===== config.mk =====
export PLATFORM = sky130hd
export DESIGN_NAME = page_commit_ctrl
export DESIGN_NICKNAME = d
export VERILOG_FILES = /design/src/rtl/page_wr_pkg.sv /design/src/rtl/page_buffer.sv /design/src/rtl/cycle_timer.sv /design/src/rtl/commit_fsm.sv /design/src/rtl/page_commit_ctrl.sv
export SDC_FILE = /design/constraint.sdc
export NUM_CORES = 1
export LEC_CHECK = 0
export CAP_MARGIN = 20
export CORE_MARGIN = 2
export CORE_UTILIZATION = 45
export CTS_CLUSTER_SIZE = 24
export DETAILED_ROUTE_END_ITERATION = 7
export PLACE_DENSITY_LB_ADDON = 0.08
export SETUP_SLACK_MARGIN = 0.05
export SYNTH_ARGS = -nofsm -noshare
export SYNTH_HDL_FRONTEND = slang
export SYNTH_SLANG_ARGS = --single-unit
export TNS_END_PERCENT = 5

===== constraint.sdc =====
create_clock -name clk -period 5.1 [get_ports clk]
set_clock_uncertainty 0.05 [all_clocks]
set_input_delay 0.51 -clock clk [delete_from_list [all_inputs] [get_ports clk]]
set_output_delay 0.51 -clock clk [all_outputs]
set_load 0.1 [all_outputs]

===== src/rtl/page_wr_pkg.sv =====
package page_wr_pkg;

    localparam int MEM_AW = 7;
    localparam int BYTE_W = 8;

    typedef enum logic [1:0] {
        ST_IDLE  = 2'd0,
        ST_PROG  = 2'd1,
        ST_DRAIN = 2'd2
    } wr_state_e;

    typedef struct packed {
        logic              we;
        logic [MEM_AW-1:0] addr;
        logic [BYTE_W-1:0] data;
    } mem_wr_t;

    function automatic logic [MEM_AW-1:0] word_loc(input logic [BYTE_W-1:0] b);
        return b[MEM_AW-1:0];
    endfunction

endpackage


===== src/rtl/page_buffer.sv =====
module page_buffer import page_wr_pkg::*; #(
    parameter int PAGE_BYTES = 4,
    parameter int SLOT_W     = 2,
    parameter int BASE_W     = 5
) (
    input  logic              clk,
    input  logic              rst,
    input  logic              accept_en,
    input  logic              clear,
    input  logic              addr_valid,
    input  logic [MEM_AW-1:0] addr_loc,
    input  logic              data_valid,
    input  logic [BYTE_W-1:0] data_byte,
    input  logic [SLOT_W-1:0] rd_slot,
    output logic [BASE_W-1:0] base,
    output logic [PAGE_BYTES-1:0] valid_mask,
    output logic [BYTE_W-1:0] rd_data
);

    logic [SLOT_W-1:0] wr_ptr;
    logic [BYTE_W-1:0] slot_data [PAGE_BYTES];

    logic take_addr;
    logic take_data;

    assign take_addr = accept_en && addr_valid;
    assign take_data = accept_en && !addr_valid && data_valid;

    always_ff @(posedge clk) begin
        if (rst) begin
            base   <= '0;
            wr_ptr <= '0;
        end else if (take_addr) begin
            base   <= addr_loc[MEM_AW-1:SLOT_W];
            wr_ptr <= addr_loc[SLOT_W-1:0];
        end else if (take_data) begin
            wr_ptr <= SLOT_W'(wr_ptr + 1'b1);
        end
    end

    for (genvar g = 0; g < PAGE_BYTES; g++) begin : g_slot
        logic              v_q;
        logic [BYTE_W-1:0] d_q;

        always_ff @(posedge clk) begin
            if (rst) begin
                v_q <= 1'b0;
                d_q <= '0;
            end else if (clear || take_addr) begin
                v_q <= 1'b0;
            end else if (take_data && wr_ptr == SLOT_W'(g)) begin
                v_q <= 1'b1;
                d_q <= data_byte;
            end
        end

        assign valid_mask[g] = v_q;
        assign slot_data[g]  = d_q;
    end

    assign rd_data = slot_data[rd_slot];

endmodule


===== src/rtl/cycle_timer.sv =====
module cycle_timer #(
    parameter int CYCLES = 500000,
    parameter int CNT_W  = 19
) (
    input  logic clk,
    input  logic rst,
    input  logic load,
    input  logic dec,
    output logic expired
);

    logic [CNT_W-1:0] cnt_q;

    always_ff @(posedge clk) begin
        if (rst) begin
            cnt_q <= '0;
        end else if (load) begin
            cnt_q <= CNT_W'(CYCLES - 1);
        end else if (dec) begin
            cnt_q <= cnt_q - 1'b1;
        end
    end

    assign expired = (cnt_q == '0);

endmodule


===== src/rtl/commit_fsm.sv =====
module commit_fsm import page_wr_pkg::*; #(
    parameter int PAGE_BYTES = 4,
    parameter int SLOT_W     = 2
) (
    input  logic              clk,
    input  logic              rst,
    input  logic              stop_seen,
    input  logic              wr_lock,
    input  logic              any_valid,
    input  logic              tmr_expired,
    output wr_state_e         state,
    output logic              tmr_load,
    output logic              tmr_dec,
    output logic              buf_clear,
    output logic [SLOT_W-1:0] drain_slot
);

    localparam logic [SLOT_W-1:0] LAST_SLOT = SLOT_W'(PAGE_BYTES - 1);

    wr_state_e state_q, state_d;
    logic [SLOT_W-1:0] slot_q;

    always_comb begin
        state_d   = state_q;
        tmr_load  = 1'b0;
        tmr_dec   = 1'b0;
        buf_clear = 1'b0;
        unique case (state_q)
            ST_IDLE: begin
                if (stop_seen) begin
                    if (wr_lock) begin
                        buf_clear = 1'b1;
                    end else if (any_valid) begin
                        state_d  = ST_PROG;
                        tmr_load = 1'b1;
                    end
                end
            end
            ST_PROG: begin
                if (tmr_expired) state_d = ST_DRAIN;
                else             tmr_dec = 1'b1;
            end
            ST_DRAIN: begin
                if (slot_q == LAST_SLOT) begin
                    state_d   = ST_IDLE;
                    buf_clear = 1'b1;
                end
            end
            default: state_d = ST_IDLE;
        endcase
    end

    always_ff @(posedge clk) begin
        if (rst) begin
            state_q <= ST_IDLE;
            slot_q  <= '0;
        end else begin
            state_q <= state_d;
            if (state_q == ST_DRAIN && slot_q != LAST_SLOT) slot_q <= SLOT_W'(slot_q + 1'b1);
            else                                            slot_q <= '0;
        end
    end

    assign state      = state_q;
    assign drain_slot = slot_q;

endmodule


===== src/rtl/page_commit_ctrl.sv =====
module page_commit_ctrl import page_wr_pkg::*; #(
    parameter int PAGE_BYTES = 4,
    parameter int WR_CYCLES  = 500000
) (
    input  logic              clk,
    input  logic              rst,
    input  logic              addr_valid,
    input  logic [BYTE_W-1:0] addr_byte,
    input  logic              data_valid,
    input  logic [BYTE_W-1:0] data_byte,
    input  logic              stop_seen,
    input  logic              wr_lock,
    output logic              busy,
    output logic              mem_we,
    output logic [MEM_AW-1:0] mem_addr,
    output logic [BYTE_W-1:0] mem_wdata
);

    localparam int SLOT_W = $clog2(PAGE_BYTES);
    localparam int BASE_W = MEM_AW - SLOT_W;
    localparam int CNT_W  = (WR_CYCLES > 1) ? $clog2(WR_CYCLES) : 1;

    wr_state_e         state;
    logic              tmr_load, tmr_dec, tmr_expired;
    logic              buf_clear;
    logic [SLOT_W-1:0] drain_slot;
    logic [BASE_W-1:0] page_base;
    logic [PAGE_BYTES-1:0] valid_mask;
    logic [BYTE_W-1:0] slot_byte;
    mem_wr_t           wr;

    assign busy = (state != ST_IDLE);

    page_buffer #(
        .PAGE_BYTES (PAGE_BYTES),
        .SLOT_W     (SLOT_W),
        .BASE_W     (BASE_W)
    ) u_buf (
        .clk        (clk),
        .rst        (rst),
        .accept_en  (!busy),
        .clear      (buf_clear),
        .addr_valid (addr_valid),
        .addr_loc   (word_loc(addr_byte)),
        .data_valid (data_valid),
        .data_byte  (data_byte),
        .rd_slot    (drain_slot),
        .base       (page_base),
        .valid_mask (valid_mask),
        .rd_data    (slot_byte)
    );

    cycle_timer #(
        .CYCLES  (WR_CYCLES),
        .CNT_W   (CNT_W)
    ) u_tmr (
        .clk     (clk),
        .rst     (rst),
        .load    (tmr_load),
        .dec     (tmr_dec),
        .expired (tmr_expired)
    );

    commit_fsm #(
        .PAGE_BYTES  (PAGE_BYTES),
        .SLOT_W      (SLOT_W)
    ) u_fsm (
        .clk         (clk),
        .rst         (rst),
        .stop_seen   (stop_seen),
        .wr_lock     (wr_lock),
        .any_valid   (|valid_mask),
        .tmr_expired (tmr_expired),
        .state       (state),
        .tmr_load    (tmr_load),
        .tmr_dec     (tmr_dec),
        .buf_clear   (buf_clear),
        .drain_slot  (drain_slot)
    );

    always_comb begin
        wr.we   = (state == ST_DRAIN) && valid_mask[drain_slot];
        wr.addr = {page_base, drain_slot};
        wr.data = slot_byte;
    end

    assign mem_we    = wr.we;
    assign mem_addr  = wr.addr;
    assign mem_wdata = wr.data;

endmodule


==> qor.yml <==
run_status:
  status: "finished, final reports clean"
clocking:
  cts_setup_buffers: 0
  clockRootBuffer: "sky130_fd_sc_hd__clkbuf_8"
  htree_num_levels: 3
  clock_pin_slew_of_the_registers_on_the_worst_case_setup_and_hold_paths_ns: 0.07
  cts.sinks: 66
  tritoncts: "built"
  cts.hold.buffers_added: 0
  postCtsResizedCells: 0
  worst_skew_pair.late_latency_ns: 0.34
  cts_buffer_depth: 2
  number_of_buffers_added_by_the_clock_tree_synthesis_step: 9
route:
  drt-total-wl_mm: 7.09
  detail_route.iter0.violations: 106
  post-route-drc-count: 0
  routed_wire_length_per_instance_um: 15.4
  via_count: 2554
  drt_pass1_iterations: 4
  vias_per_cell: 5.54
  route.antenna.remaining_nets: 0
synth:
  syn_area_um2: 3210
  seq_total_area_yosys_pct: 41.2
  synth_nets: 353
  ys.warnings.count: 0
  postSynthRegisterBits: 66
  synth-edff-count: 0
  synth_top_flop_cell: "sky130_fd_sc_hd__dfxtp_1"
  number_of_library_cell_types_mapped_by_synthesis: 54
  syn_inst: 324
  avgSynthCellArea_um2: 9.90
  synth_async_sr_flop_share_pct: 0
setup_path:
  reg2reg_start: "u_tmr.cnt_q[0]$_SDFFE_PP0P_"
  worstSetupPathType: "reg2out"
  cp_data_required_time_ns: 4.54
  r2r_setup_slack_ns: 2.29
  critPathArrivalTime_ns: 2.77
  setup.worst_path.end_class: "output port"
  worst_reg2reg_endpoint: "u_tmr.cnt_q[17]$_SDFFE_PP0P_"
  path_max_fanout: 12
  critical_path.startpoint_type: "flip-flop"
  worst-r2r-cell-count: 6
job:
  maxCapViolCount: 0
place:
  dpl.hpwl_mm: 4.79
  weighted_congestion_reported_at_the_end_of_routability_driven_placement: 0.771
  port_buffers: 37
floorplanning:
  design.die.area_um2: 7820
  core.rowCount: 30
  top_level_ports: 39
  placeableCoreArea_um2: 6830
  die_height_um: 88.4
  effective_utilization_at_floorplan_pct: 46.9
  chipWidth_um: 88.4
hold_path:
  hold_end: "u_tmr.cnt_q[6]$_SDFFE_PP0P_"
  hold_depth: 2
  min-delay-start: "u_tmr.cnt_q[6]$_SDFFE_PP0P_"
  tightest_hold_check_type: "reg2reg"
global_route:
  grt_antenna_before_repair: 0
  via_count_of_the_first_global_routing_pass: 2543
  grt_max_degree: 61
  wire_length_of_the_first_global_routing_pass_mm: 12.0
  grt_usage_pct: 19.9
  grt_overflow: 0
power_and_ir_drop:
  power-per-cell-area_nw_per_um2: 284
  ir_drop_mv: 0.186
  total_leakage_power_nw: 1.58
timing:
  slew_at_the_pin_with_the_worst_max_slew_slack_ns: 1.05
  number_of_slew_limit_violations_in_the_final_report: 0
  period_minus_slack_ns: 3.33
  grt_setup_unrepaired: "no"
  fmax_mhz: 301
  hold_violations: 0
  setup_viol: 0
  final_min_period_over_clock_period_pct: 65.2
  timing.slew.headroom_pct: 30.0
  finalSetupTns_ns: 0
cells_and_area:
  fillerInstances: 629
  sequential_cell_area_um2: 1320
  final_net_count: 389
  drive_above_1_share_pct: 11.5
  multi_input_comb_area_um2: 1780
  finalCoreUtilization_pct: 56.2
  layout-area-overhead-vs-synth_pct: 19.7
  n_antenna_cell: 0
-- cells in the mapped netlist (3+ instances only) --
master / n / area share [%]
sky130_fd_sc_hd__ha_1: 7 / 2.7
sky130_fd_sc_hd__inv_1: 10 / 1.2
sky130_fd_sc_hd__o311ai_2: 4 / 2.0
sky130_fd_sc_hd__nor2_1: 49 / 5.7
sky130_fd_sc_hd__clkbuf_1: 9 / 1.1
sky130_fd_sc_hd__dfxtp_1: 66 / 41
sky130_fd_sc_hd__nor4b_1: 4 / 1.1
sky130_fd_sc_hd__nand2_1: 9 / 1.1
sky130_fd_sc_hd__or4_1: 6 / 1.4
sky130_fd_sc_hd__nand2b_1: 10 / 2.0
sky130_fd_sc_hd__mux2i_1: 40 / 12
sky130_fd_sc_hd__o21ai_0: 7 / 1.1
sky130_fd_sc_hd__a31oi_1: 4 / 0.78
sky130_fd_sc_hd__a211o_1: 3 / 0.82
sky130_fd_sc_hd__mux4_2: 9 / 6.3
sky130_fd_sc_hd__a21oi_1: 17 / 2.7
sky130_fd_sc_hd__nor3_1: 11 / 1.7
sky130_fd_sc_hd__or3_1: 7 / 1.4
sky130_fd_sc_hd__nor4_1: 5 / 0.98
sky130_fd_sc_hd__a211oi_1: 3 / 0.70
-- worst max path at each step --
stage	to	slack, ns	from	cells past startpoint
floorplan	mem_we	1.41	u_fsm.drain_slot[0]$_SDFF_PP0_	3
global placement	mem_we	2.10	u_fsm.drain_slot[0]$_SDFF_PP0_	3
detailed placement	mem_we	2.09	u_fsm.drain_slot[0]$_SDFF_PP0_	3
CTS	mem_we	1.72	u_fsm.drain_slot[0]$_SDFF_PP0_	3
global route	mem_we	1.64	u_fsm.drain_slot[0]$_SDFF_PP0_	3
finish	mem_we	1.77	u_fsm.drain_slot[0]$_SDFF_PP0_	3
-- worst max-delay path, cell delays in order, from the launching register on --
cell and delay (ns):
sky130_fd_sc_hd__dfxtp_1 0.78, sky130_fd_sc_hd__mux4_2 0.32, sky130_fd_sc_hd__nor2b_1 0.17, sky130_fd_sc_hd__clkdlybuf4s50_1 1.15
-- sequential cells by signal, summed over array words and instances (netlist names) --
register	cells
u_buf.base	5
u_buf.g_slot.d_q	32
u_buf.g_slot.v_q	4
u_buf.wr_ptr	2
u_fsm.drain_slot	2
u_fsm.state	2
u_tmr.cnt_q	19
-- through the flow --
stage	power (mW)	cells	worst slack [ns]	hold slack [ns]	area, um2
global placement	0.678	443	2.10	0.420	3640
CTS	1.11	459	1.72	0.448	3820
floorplan	0.636	324	1.41	0.402	3210
detailed placement	0.680	443	2.09	0.431	3640
finish	1.09	461	1.77	0.439	3840
global route	1.14	461	1.64	0.479	3840
-- cell usage in the layout (no fill, tap or decap), types with 3 or more instances in the layout --
cell type / Yosys / layout
sky130_fd_sc_hd__buf_4: 2 / 4
sky130_fd_sc_hd__clkdlybuf4s50_1: 0 / 36
sky130_fd_sc_hd__nand2_1: 9 / 9
sky130_fd_sc_hd__a21oi_1: 17 / 17
sky130_fd_sc_hd__a211o_1: 3 / 3
sky130_fd_sc_hd__mux2i_1: 40 / 40
sky130_fd_sc_hd__clkbuf_8: 0 / 9
sky130_fd_sc_hd__mux4_2: 9 / 9
sky130_fd_sc_hd__a31oi_1: 4 / 4
sky130_fd_sc_hd__nor3_1: 11 / 11
sky130_fd_sc_hd__nor4b_1: 4 / 4
sky130_fd_sc_hd__nor4_1: 5 / 5
sky130_fd_sc_hd__a211oi_1: 3 / 3
sky130_fd_sc_hd__o311ai_2: 4 / 4
sky130_fd_sc_hd__dfxtp_1: 66 / 66
sky130_fd_sc_hd__nand2b_1: 10 / 10
sky130_fd_sc_hd__or3_1: 7 / 7
sky130_fd_sc_hd__o21ai_0: 7 / 7
sky130_fd_sc_hd__ha_1: 7 / 7
sky130_fd_sc_hd__nor2_1: 49 / 49
sky130_fd_sc_hd__or4_1: 6 / 6
sky130_fd_sc_hd__inv_1: 10 / 10
-- layer usage --
metal / up-vias / wire length, um / GRT usage (%)
met3: 6 / 248 / 5.69
met2: 46 / 3470 / 33.1
met5: - / 0 / 0
met4: 0 / 63 / 6.89
li1: 1281 / - / -
met1: 1221 / 3310 / 24.7
-- final cells by class --
type                            count  area share (%)
Clock inverter                      5            1.43
Sequential cell                    66            34.4
Multi-Input combinational cell    232            46.3
Timing Repair Buffer               41            10.3
Inverter                           10           0.978
Clock buffer                       11            3.42
Tap cell                           96            3.13
-- cell families (layout without fill, tap and decap cells) --
group | count (synthesis) | count (layout) | share of synthesized area (%)
and+or+nand+nor | 120 | 120 | 20.6
DFF | 66 | 66 | 41.2
AOI/OAI and AO/OA | 55 | 55 | 12.9
muxes | 50 | 50 | 19.2
buffers and inverters | 26 | 67 | 3.39
adders and majority gates | 7 | 7 | 2.73
-- report_power, final --
part | leakage, nW | total [mW] | switching (mW) | internal [mW]
clock | 0.0893 | 0.421 | 0.197 | 0.224
combinational | 0.955 | 0.135 | 0.0858 | 0.0496
sequential | 0.534 | 0.533 | 0.00787 | 0.525
total | 1.58 | 1.09 | 0.291 | 0.799
Note: power is estimated with default switching activity, not from simulation.
